==> src/rtl/ssw_pkg.sv <==
package ssw_pkg;
  localparam int SW_W    = 16;
  localparam int NPINS   = 4;
  // status word bit positions
  localparam int B_TXRDY   = 0;
  localparam int B_BRK     = 1;
  localparam int B_OVR     = 2;
  localparam int B_FRM     = 3;
  localparam int B_PAR     = 4;
  localparam int B_TMO     = 5;
  localparam int B_TXEMPTY = 6;
  localparam int B_REP     = 7;
  localparam int B_BUFFUL  = 8;
  localparam int B_NACK    = 9;
  localparam int B_LID     = 10;
  localparam int B_LDONE   = 11;
  localparam int B_CHG0    = 12;
  // sticky bank slots
  localparam int S_PAR    = 0;
  localparam int S_FRM    = 1;
  localparam int S_OVR    = 2;
  localparam int S_BRK    = 3;
  localparam int S_TMO    = 4;
  localparam int S_REP    = 5;
  localparam int S_NACK   = 6;
  localparam int S_LID    = 7;
  localparam int S_LDONE  = 8;
  localparam int N_STICKY = 9;
endpackage

==> src/rtl/ssw_modem_chg.sv <==
module ssw_modem_chg #(
  parameter int NP     = 4,
  parameter int STAGES = 2
) (
  input  logic          clk,
  input  logic          rst,
  input  logic [NP-1:0] pins,
  input  logic          rd_en,
  output logic [NP-1:0] chg_o
);
  logic [NP-1:0] sync_q [STAGES];
  logic [NP-1:0] last_q;
  logic [NP-1:0] det;
  logic [NP-1:0] chg_q;

  always_ff @(posedge clk) begin
    if (rst) sync_q[0] <= '0;
    else     sync_q[0] <= pins;
  end

  generate
    for (genvar s = 1; s < STAGES; s++) begin : g_sync
      always_ff @(posedge clk) begin
        if (rst) sync_q[s] <= '0;
        else     sync_q[s] <= sync_q[s-1];
      end
    end
  endgenerate

  always_ff @(posedge clk) begin
    if (rst) last_q <= '0;
    else     last_q <= sync_q[STAGES-1];
  end

  assign det = sync_q[STAGES-1] ^ last_q;

  generate
    for (genvar i = 0; i < NP; i++) begin : g_chg
      always_ff @(posedge clk) begin
        if (rst) chg_q[i] <= 1'b0;
        else     chg_q[i] <= det[i] | (chg_q[i] & ~rd_en);
      end
      AST_CHG_READ_CLR: assert property (@(posedge clk) disable iff (rst)
        rd_en && !det[i] |=> !chg_q[i]);
      AST_CHG_SET_WINS: assert property (@(posedge clk) disable iff (rst)
        det[i] |=> chg_q[i]);
    end
  endgenerate

  assign chg_o = chg_q;
endmodule

==> src/rtl/ssw_sticky_bank.sv <==
module ssw_sticky_bank #(
  parameter int N = 9
) (
  input  logic         clk,
  input  logic         rst,
  input  logic [N-1:0] set_i,
  input  logic [N-1:0] clr_i,
  output logic [N-1:0] flag_o
);
  logic [N-1:0] flag_q;

  generate
    for (genvar i = 0; i < N; i++) begin : g_flag
      always_ff @(posedge clk) begin
        if (rst) flag_q[i] <= 1'b0;
        else     flag_q[i] <= set_i[i] | (flag_q[i] & ~clr_i[i]);
      end
      AST_STICKY_CLR: assert property (@(posedge clk) disable iff (rst)
        clr_i[i] && !set_i[i] |=> !flag_q[i]);
      AST_STICKY_HOLD: assert property (@(posedge clk) disable iff (rst)
        flag_q[i] && !clr_i[i] |=> flag_q[i]);
    end
  endgenerate

  assign flag_o = flag_q;
endmodule

==> src/rtl/ssw_tx_level.sv <==
module ssw_tx_level (
  input  logic tx_en,
  input  logic thr_full,
  input  logic tsr_busy,
  input  logic brk_pend,
  output logic txrdy,
  output logic txempty
);
  always_comb begin
    txrdy   = tx_en & ~thr_full & ~brk_pend;
    txempty = tx_en & ~thr_full & ~tsr_busy;
  end
endmodule

==> src/rtl/ser_status_word.sv <==
module ser_status_word
  import ssw_pkg::*;
#(
  parameter int SYNC_STAGES = 2
) (
  input  logic             clk,
  input  logic             rst,
  input  logic             rd_en,
  input  logic             cmd_rst_sta,
  input  logic             cmd_rst_nack,
  input  logic             cmd_sttto,
  input  logic             spi_slave,
  input  logic             mdrop,
  input  logic             tx_en,
  input  logic             thr_full,
  input  logic             tsr_busy,
  input  logic             brk_pend,
  input  logic             par_err_p,
  input  logic             addr_char_p,
  input  logic             stop_low_p,
  input  logic             ovr_p,
  input  logic             brk_p,
  input  logic             tmo_expire_p,
  input  logic             tmo_zero,
  input  logic             iter_p,
  input  logic             unre_p,
  input  logic             nack_p,
  input  logic             lin_id_p,
  input  logic             lin_done_p,
  input  logic             dma_full,
  input  logic [NPINS-1:0] modem_pins,
  output logic [SW_W-1:0]  status_q,
  output logic [SW_W-1:0]  rd_data
);
  logic [NPINS-1:0]    chg;
  logic [N_STICKY-1:0] st_set, st_clr, st_flag;
  logic                txrdy, txempty;
  logic [SW_W-1:0]     snap;

  ssw_modem_chg #(.NP(NPINS), .STAGES(SYNC_STAGES)) u_chg (
    .clk(clk), .rst(rst), .pins(modem_pins), .rd_en(rd_en), .chg_o(chg));

  always_comb begin
    st_set          = '0;
    st_set[S_PAR]   = mdrop ? addr_char_p : par_err_p;
    st_set[S_FRM]   = stop_low_p;
    st_set[S_OVR]   = ovr_p;
    st_set[S_BRK]   = brk_p;
    st_set[S_TMO]   = tmo_expire_p;
    st_set[S_REP]   = spi_slave ? unre_p : iter_p;
    st_set[S_NACK]  = nack_p;
    st_set[S_LID]   = lin_id_p;
    st_set[S_LDONE] = lin_done_p;
    st_clr          = {N_STICKY{cmd_rst_sta}};
    st_clr[S_TMO]   = cmd_sttto;
    st_clr[S_NACK]  = cmd_rst_nack;
  end

  ssw_sticky_bank #(.N(N_STICKY)) u_sticky (
    .clk(clk), .rst(rst), .set_i(st_set), .clr_i(st_clr), .flag_o(st_flag));

  ssw_tx_level u_tx (
    .tx_en(tx_en), .thr_full(thr_full), .tsr_busy(tsr_busy),
    .brk_pend(brk_pend), .txrdy(txrdy), .txempty(txempty));

  always_comb begin
    snap            = '0;
    snap[B_TXRDY]   = txrdy;
    snap[B_BRK]     = st_flag[S_BRK];
    snap[B_OVR]     = st_flag[S_OVR];
    snap[B_FRM]     = st_flag[S_FRM];
    snap[B_PAR]     = st_flag[S_PAR];
    snap[B_TMO]     = st_flag[S_TMO] & ~tmo_zero;
    snap[B_TXEMPTY] = txempty;
    snap[B_REP]     = st_flag[S_REP];
    snap[B_BUFFUL]  = dma_full;
    snap[B_NACK]    = st_flag[S_NACK];
    snap[B_LID]     = st_flag[S_LID];
    snap[B_LDONE]   = st_flag[S_LDONE];
    snap[B_CHG0 +: NPINS] = chg;
  end

  always_ff @(posedge clk) begin
    if (rst) begin
      status_q <= '0;
      rd_data  <= '0;
    end else begin
      status_q <= snap;
      if (rd_en) rd_data <= snap;
    end
  end

  AST_NACK_SURVIVES: assert property (@(posedge clk) disable iff (rst)
    st_flag[S_NACK] && !cmd_rst_nack |=> st_flag[S_NACK]);
  AST_TXRDY_GATED: assert property (@(posedge clk) disable iff (rst)
    status_q[B_TXRDY] |-> $past(tx_en && !thr_full && !brk_pend));
  AST_TMO_ZERO_MASK: assert property (@(posedge clk) disable iff (rst)
    tmo_zero |=> !status_q[B_TMO]);
  AST_RD_HOLD: assert property (@(posedge clk) disable iff (rst)
    !rd_en |=> $stable(rd_data));
endmodule

==> config.mk <==
export PLATFORM = sky130hd
export DESIGN_NAME = ser_status_word
export DESIGN_NICKNAME = d
export VERILOG_FILES = /design/src/rtl/ssw_pkg.sv /design/src/rtl/ssw_modem_chg.sv /design/src/rtl/ssw_sticky_bank.sv /design/src/rtl/ssw_tx_level.sv /design/src/rtl/ser_status_word.sv
export SDC_FILE = /design/constraint.sdc
export NUM_CORES = 1
export LEC_CHECK = 0
export ABC_AREA = 1
export BUFFER_PORTS_ARGS = -buffer_cell sky130_fd_sc_hd__buf_2
export CORE_MARGIN = 5
export CORE_UTILIZATION = 45
export CTS_CLUSTER_DIAMETER = 40
export DETAILED_ROUTE_END_ITERATION = 6
export MAX_ROUTING_LAYER = met4
export PLACE_DENSITY = 0.72
export SETUP_SLACK_MARGIN = 0.4
export SKIP_LAST_GASP = 1
export SLEW_MARGIN = 30
export SYNTH_ARGS = -nofsm -noshare
export SYNTH_HDL_FRONTEND = slang
export SYNTH_HIERARCHICAL = 1
export SYNTH_SLANG_ARGS = --single-unit
==> constraint.sdc <==
create_clock -name clk -period 1.2 [get_ports clk]
set_clock_uncertainty 0.15 [all_clocks]
set_input_delay 0.06 -clock clk [delete_from_list [all_inputs] [get_ports clk]]
set_output_delay 0.06 -clock clk [all_outputs]
set_load 0.02 [all_outputs]
# Word-level counts from Yosys, hierarchy flattened
# Memory sizes are Yosys's and may differ from the RTL's.
# Cells that the tools add are included.
# W data, S select, Z words.
totals:
  memories: 1
  wordCells: 65
  out_inout_bits: 32
  latchBits: 0
  ramBits: 8
  ff_bits: 49
  mem_bits_ro: 0
mem_list:
  columns: ["memory", "depth", "word_bits", "read_ports", "rd_ports_with_merged_regs", "wr", "line_no", "rtl"]
  rows:
  - ["u_chg.sync_q", 2, 4, 2, 0, 2, "ssw_modem_chg.sv:11", "logic [NP-1:0] sync_q [STAGES];"]
classes:
  mul: 0
  eq_ne: 0
  bitwise: 41
  n_shift: 0
  mux: 7
  div: 0
  reduce_logical: 0
  add_sub_neg: 0
  order_cmp: 0
op_table:
  columns: ["op", "count"]
  rows:
  - ["$and A1 B1 Y1", 17]
  - ["$or A1 B1 Y1", 15]
  - ["$mux W4", 2]
  - ["$not A1 Y1", 8]
  - ["$mux W1", 5]
  - ["$xor A4 B4 Y4", 1]

# Longest topological paths before layout
# Gate-level depths: netlist of run 1.
logic_depth:
  depth_word: 3
  ltp_mapped: 5
  mapped_depth_nobuf: 5

# Hierarchy
# Netlist of run 1, hierarchy kept.
by_module_without_submodules:
  columns: ["module", "area_per_inst_um2", "instances", "seq_area_each_um2", "cells_per_inst"]
  rows:
  - ["ser_status_word", 1047.3, 1, 640.6, 126]
  - ["ssw_modem_chg", 539.3, 1, 320.3, 71]
  - ["ssw_sticky_bank", 371.6, 1, 180.2, 46]
  - ["ssw_tx_level", 15.0, 1, 0.0, 4]

# Worst setup path after synthesis of run 1
# No wires, ideal clock.
synth_timing:
  path_kind: "register to register"
  from: "reg rd_data[15] (netlist name)"
  to: "reg rd_data[15]"
  required_time_ps: 934
  path_buffers: 0
  path_slack_ps: 374
  path_stages_with_launch: 3
  arrival_time_ps: 560
  cell_sequence: "dfxtp_1 o21ai_0 nor2_1"
synth_rtl:
  columns: ["element", "line_no", "rtl"]
  rows:
  - ["end signal, assigned", "ser_status_word.sv:89", "if (rd_en) rd_data <= snap;"]
  - ["end, declared", "ser_status_word.sv:33", "output logic [SW_W-1:0] rd_data"]

# Worst setup path in the final report of run 1
layout_timing:
  from: "reg rd_data[11]"
  to: "out rd_data[11]"
# No word-level cell between the ends.

==> results of run 1 <==
final cells by class:
type / count / share of cell area, %
Multi-Input combinational cell: 122 / 19.33
Clock buffer: 12 / 5.584
Clock inverter: 3 / 0.5076
Sequential cell: 57 / 40.52
Tap cell: 52 / 2.200
Inverter: 61 / 7.741
Timing Repair Buffer: 83 / 24.11
power by group:
group	switching [mW]	internal [mW]
Combinational	0.261	0.259
Sequential	0.0684	2.01
Clock	0.669	0.895
flip-flops by register name, indices dropped and copies added, names as in the netlist:
name,cells
u_chg/sync_q,8
status_q,16
rd_data,16
u_chg/chg_o,4
u_sticky/flag_o,9
u_chg/last_q,4
worst max-delay path by stage:
stage / slack, ns / to / cells after the start
2_1_floorplan: 0.41 / rd_data[15] / 2
3_3_place_gp: 0.30 / rd_data[5] / 4
3_5_place_dp: 0.28 / rd_data[5] / 4
4_1_cts: 0.19 / rd_data[14] / 1
5_1_grt: 0.16 / rd_data[12] / 1
6_report: 0.20 / rd_data[11] / 1
synthesized netlist by cell type:
library cell | n | area [um2]
a21oi_1 | 1 | 5.000
a21oi_2 | 9 | 78.83
buf_2 | 1 | 5.000
buf_4 | 1 | 7.510
buf_6 | 5 | 56.30
dfxtp_1 | 57 | 1141
inv_1 | 59 | 221.5
inv_2 | 2 | 7.510
nand2_1 | 29 | 108.9
nand3_1 | 4 | 20.02
nor2_1 | 60 | 225.2
nor2_2 | 1 | 6.260
o21ai_0 | 16 | 80.08
o21ai_1 | 2 | 10.01
cells by family after synthesis:
family          count (synthesis)  share of synthesized area, %
compound gates                 28                         8.814
flops                          57                         57.83
buf+inv                        68                         15.09
simple gates                   94                         18.26
repair_timing:
action | in CTS | in global routing
resized for setup | 107 | 23
pin swaps | 3 | 11
gates cloned | 0 | 0
buffers inserted | 3 | 2
endpoints found under the hold margin | 34 | 16
setup endpoints to repair | 36 | 51
per-layer routing:
metal,GRT usage (%),vias up,wire length (um)
li1,-,890,-
met1,17.75,748,1836
met2,24.49,47,2136
met3,6.619,4,318
met4,6.643,0,28
met5,-,-,0
through the flow:
step	utilization, %	std cells	cell area, um2	setup WS (ns)	hold slack (ns)
after global routing	68.88	390	2958	0.1575	-0.1847
after detailed placement	53.55	356	2300	0.2775	0.1153
after global placement	53.55	356	2300	0.3015	0.1111
after CTS	67.60	389	2903	0.1946	-0.1982
final	68.88	390	2958	0.2004	-0.1811
after floorplan	-	247	1973	0.4053	-0.01882
==> results by group, run 1 <==
Run status
  • Status: complete, but fails checks
  • Failing checks: negative hold slack

Worst setup path
  • CP delay by family, top: flip-flops
  • CP required: ~1 ns
  • Worst R2R Setup Slack: roughly 0.33 ns
  • Worst-path cell chain: buf_6
  • Critical path class: reg -> out
  • Crit path largest cell delay: 0.35 ns
  • Crit end category: output port
  • Slowest CP cell: dfxtp_2
  • CP max FO: 2
  • Reg2reg start: rd_data[4]
  • Crit path arrival time: a little under 0.8 ns
  • Bufs and invs on worst path: 1
  • Crit path launch: rd_data[11]
  • Worst r2r dst: rd_data[4]
  • CP Launch Type: flip-flop
  • FF-to-FF path depth: 3

Timing
  • Final setup vio count: 0
  • Tcrit/Tclk final: roughly 83%
  • Tmin final: around 1.0 ns
  • Achievable clock frequency: roughly 1.0 GHz
  • Hold Slack: -0.1811 ns
  • Fin. Hold Viols: 17
  • RSZ-0062 raised after global routing: true
  • Slew Viols, Final: 0
  • Worst relative slew slack: between 70% and 80%
  • Least-Margin Pin Slew: 0.3090 ns
  • TNS Setup: 0 ns

Flow run
  • Maxcap violations: 0

CTS
  • Clock-pin slew on the worst setup and hold paths: ~0.060 ns
  • CTS buffer count: 9
  • H-Tree Depth: 3
  • Hold-fix buffer count after cts: 15
  • CTS tree: built
  • Clock root buffer: clkbuf_8
  • Clk_lat worst skew: between 0.3 and 0.4 ns
  • Max clock buf depth: 2
  • Number of clock sinks: 57

Floorplanning
  • Initial Util: between 40% and 50%
  • Chip width: approximately 76 um
  • Num rows: 24
  • I/O Pins: between 60 and 70
  • Area of the die: roughly 5800 um2
  • Chip height: about 76 um
  • Core Box Area: roughly 4300 um2

Drt
  • Routed Antenna Nets: 0
  • DRC: 0
  • Wirelength per Cell: 11.07 um
  • Via count: roughly 1700
  • Via-per-instance ratio: ~4.3
  • DRT iter0 DRCs: 53
  • Final WL: around 4300 um
  • Pre-Repair DR Iteration Count: 4

Power and ir drop
  • Max IR drop VDD: approximately 770 uV
  • Leakage power: 1.496 nW
  • Pwr dens: roughly 1400 nW/um2
  • Overall Power: approximately 4.2 mW

Logic synthesis
  • Post-synthesis cell area: ~2000 um2
  • Avg Cell Area, Syn: roughly 8 um2
  • Register area share after synthesis: between 50% and 60%
  • Seq cells post-synth: 57
  • Gate Count Post-Synth: ~250
  • Yosys warnings: 6
  • Distinct cells, synth: 14
  • Synthesized Nets: between 200 and 300

Global routing
  • Total GRT Usage: between 10% and 20%
  • Initial antenna violation count: 0
  • Total gr overflow: 0
  • Vias in the first global route: 1658
  • Largest net degree at the start of global routing: 17
  • First-pass GRT wire length: a little over 7000 um

Cells and area
  • N_diodes: 0
  • Nets: 363
  • Layout area overhead: 49.91%
  • Layout cell share with drive strength beyond 1: between 40% and 50%
  • FF+latch area: 1199 um2
  • Fill cells: ~330
  • Most frequent cells in the layout: 59 x nor2_1, 52 x inv_1, 46 x dfxtp_2
  • Multi-input logic area: ~570 um2
  • Commonest non-fill, non-tap cell in the layout: nor2_1

Worst hold path
  • Hold wc startpoint: brk_pend
  • Hold path depth: 4
  • Worst Hold End: status_q[0]
  • Hold WC Path Type: in -> reg

Placement
  • Buffers on Ports: 60
  • Gp weighted congestion: ~0.75
  • Detailed Place HPWL: approximately 2800 um
Power figures use the tool's default switching activity.
==> run 2: changes to the inputs <==
Settings changed: ABC_AREA 1 to 0, PLACE_DENSITY 0.72 to 0.71.
Clock period 1.2 ns to 1.05 ns, I/O delays scaled along.
==> run 2 against run 1 <==
Clock power grew 12%. Register-to-register slack lost 0.17 ns. The flow still finishes with violations (negative hold slack). Largest cell class unchanged. Critical path type unchanged. Synthesized area grew 1.4%. Routed wire length shrank 14%. Die area grew 1.2%. Via count shrank 21%.
==> results by group, run 2 <==
Run status
  • Status: complete, but fails checks
  • Failing checks: negative hold slack

Cells and area
  • FF+latch area: between 1000 and 1500 um2
  • N_diodes: 0
  • Final instance area: 2917 um2
  • Nets: 267
  • Layout area overhead: 45.78%
  • Layout cell share with drive strength beyond 1: 70.78%
  • Multi-input logic area: roughly 850 um2
  • Most frequent cells in the layout: 42 x dfxtp_2, 34 x buf_6, 28 x buf_2
  • Commonest non-fill, non-tap cell in the layout: dfxtp_2
  • Fill cells: between 300 and 400

Timing
  • Slack of the critical path: about 0.046 ns
  • Final setup vio count: 0
  • Fin. Hold Viols: 24
  • TNS Setup: 0 ns
  • Worst relative slew slack: between 70% and 80%
  • RSZ-0062 raised after global routing: true
  • Tcrit/Tclk final: between 90% and 100%
  • Achievable clock frequency: ~1 GHz
  • Tmin final: around 1 ns
  • Hold Slack: -0.2418 ns
  • Least-Margin Pin Slew: between 0.3 and 0.4 ns
  • Slew Viols, Final: 0

Drt
  • Final WL: ~3700 um
  • Via count: roughly 1300
  • Pre-Repair DR Iteration Count: 4
  • Via-per-instance ratio: 4.549
  • Wirelength per Cell: between 10 and 15 um
  • DRC: 0
  • DRT iter0 DRCs: 26
  • Routed Antenna Nets: 0

Logic synthesis
  • Synthesized Nets: between 150 and 200
  • Seq cells post-synth: 57
  • Synth Area in XOR/XNOR: 1.751%
  • Gate Count Post-Synth: 168
  • Largest family of logic cells by synthesized area: simple AND/OR/NAND/NOR gates
  • Top_reg_cell synth: dfxtp_1
  • Most common cell in the netlist: dfxtp_1
  • Post-synth top area share: around 57%
  • Multiplexer area fraction after synthesis: under 10%
  • Yosys warnings: 6
  • Post-synthesis cell area: 2001 um2
  • Largest area contributor in the netlist: dfxtp_1
  • Register area share after synthesis: between 50% and 60%
  • Post-synth EDFFs: 0
  • Synth area leaders: dfxtp_1 57%, mux2i_1 7.5%, nand2b_4 6.2%
  • Post-synth ARST share: 0%
  • Post-Synth Simple-Gate Area: between 20% and 30%
  • Fraction of the mapped netlist area in compound gates: roughly 5.4%
  • Avg Cell Area, Syn: approximately 12 um2
  • Distinct cells, synth: 19
  • Synth top cells by count: 57 x dfxtp_1, 17 x nor2b_1, 15 x mux2i_1, 15 x nor2_1, 10 x a21oi_2
  • Adder-cell share of the synthesized area: 0%

Placement
  • Detailed Place HPWL: 2356 um
  • Area post-placement: approximately 2400 um2
  • Buffers on Ports: 60
  • Setup WS pre-CTS: 0.1387 ns
  • Gp weighted congestion: between 0.7 and 0.8

Global routing
  • Largest net degree at the start of global routing: 26
  • Initial antenna violation count: 0
  • Vias in the first global route: 1327
  • Total gr overflow: 0
  • Total GRT Usage: roughly an eighth
  • First-pass GRT wire length: 5865 um

Floorplanning
  • I/O Pins: 61
  • Initial Util: 46.27%
  • Area of the die: between 5000 and 6000 um2
  • Core Box Area: ~4300 um2
  • Chip width: about 77 um
  • Chip height: between 70 and 80 um
  • Num rows: 24

CTS
  • Clk_lat worst skew: approximately 0.32 ns
  • CTS tree: built
  • CTS buffer count: 9
  • Max clock buf depth: 2
  • H-Tree Depth: 3
  • Clock-pin slew on the worst setup and hold paths: approximately 0.060 ns
  • Clock root buffer: clkbuf_8
  • Number of clock sinks: between 50 and 60

Worst setup path
  • Crit path largest cell delay: about 0.36 ns
  • Bufs and invs on worst path: 1
  • Slowest CP cell: dfxtp_2
  • Worst-path cell chain: buf_6
  • Crit path arrival time: ~0.80 ns
  • CP delay by family, top: flip-flops
  • Crit end category: output port
  • CP Launch Type: flip-flop
  • Critical path class: reg -> out
  • CP max FO: 2
  • CP required: between 0.8 and 0.9 ns

Power and ir drop
  • Leakage power: between 1 and 1.5 nW
  • Max IR drop VDD: approximately 720 uV
  • Pwr dens: ~1600 nW/um2
  • Overall Power: approximately 4.6 mW

Flow run
  • Maxcap violations: 0

Worst hold path
  • Hold WC Path Type: in -> reg
## run 2: cell types whose count changed after synthesis, moves of 3 or more
cell	previous run	this run
nor2b_1	0	17
inv_1	59	9
mux2i_1	0	15
nor2b_2	0	4
nand2_1	29	0
xnor2_1	0	4
nand2b_4	0	9
nand3_1	4	0
nor3b_1	0	3
nand2b_1	0	4
nor2_1	60	15
and2b_2	0	6
o21ai_0	16	0
a21oi_1	1	4
## run 2: path summary, 6_finish.rpt
kind,from,endpoint,slack [ns],depth (start not counted)
worst max-delay path,rd_data[3],rd_data[3],0.05,1
worst min-delay path,tmo_zero,status_q[5],-0.24,2
worst max register to register,rd_data[3],rd_data[3],0.16,3
worst min register to register,u_chg/sync_q[0][0],u_chg/sync_q[1][0],0.29,1
## run 2: cell type report
type	instances	area share (%)
timing repair buffer	66	19.82
clock buffer	13	5.448
tap	52	2.231
multi-input combinational	95	29.00
sequential	57	41.83
inverter	9	1.158
clock inverter	3	0.5148
## run 2: cells by family (layout without fill, tap and decap cells)
group | after synthesis | in the layout
xor+xnor | 4 | 4
flops | 57 | 57
buf+inv | 16 | 91
compound gates | 14 | 14
mux | 17 | 17
simple gates | 60 | 60
## run 2: power breakdown
group,internal (mW),switching (mW)
clock,0.974,0.779
sequential,2.28,0.0762
combinational,0.296,0.222
total,3.54,1.08
## run 2: what timing repair did
item                                   CTS  global route
endpoints found under the hold margin   24            24
pin swaps                                3             2
gates resized for setup                 89            20
setup buffers                            1             1
setup endpoints to repair               82            82
## run 2: stage by stage
stage	util [%]	std cells
2_1_floorplan	-	168
3_3_place_gp	55.70	277
3_5_place_dp	55.70	277
4_1_cts	65.60	294
5_1_grt	67.45	295
6_report	67.45	295
## run 2: layer usage
metal	global-route usage (%)	vias up	wire [um]
met5	-	-	0
met4	7.867	0	29
met3	5.738	2	203
met2	20.54	40	1912
met1	13.64	629	1582
li1	-	671	-
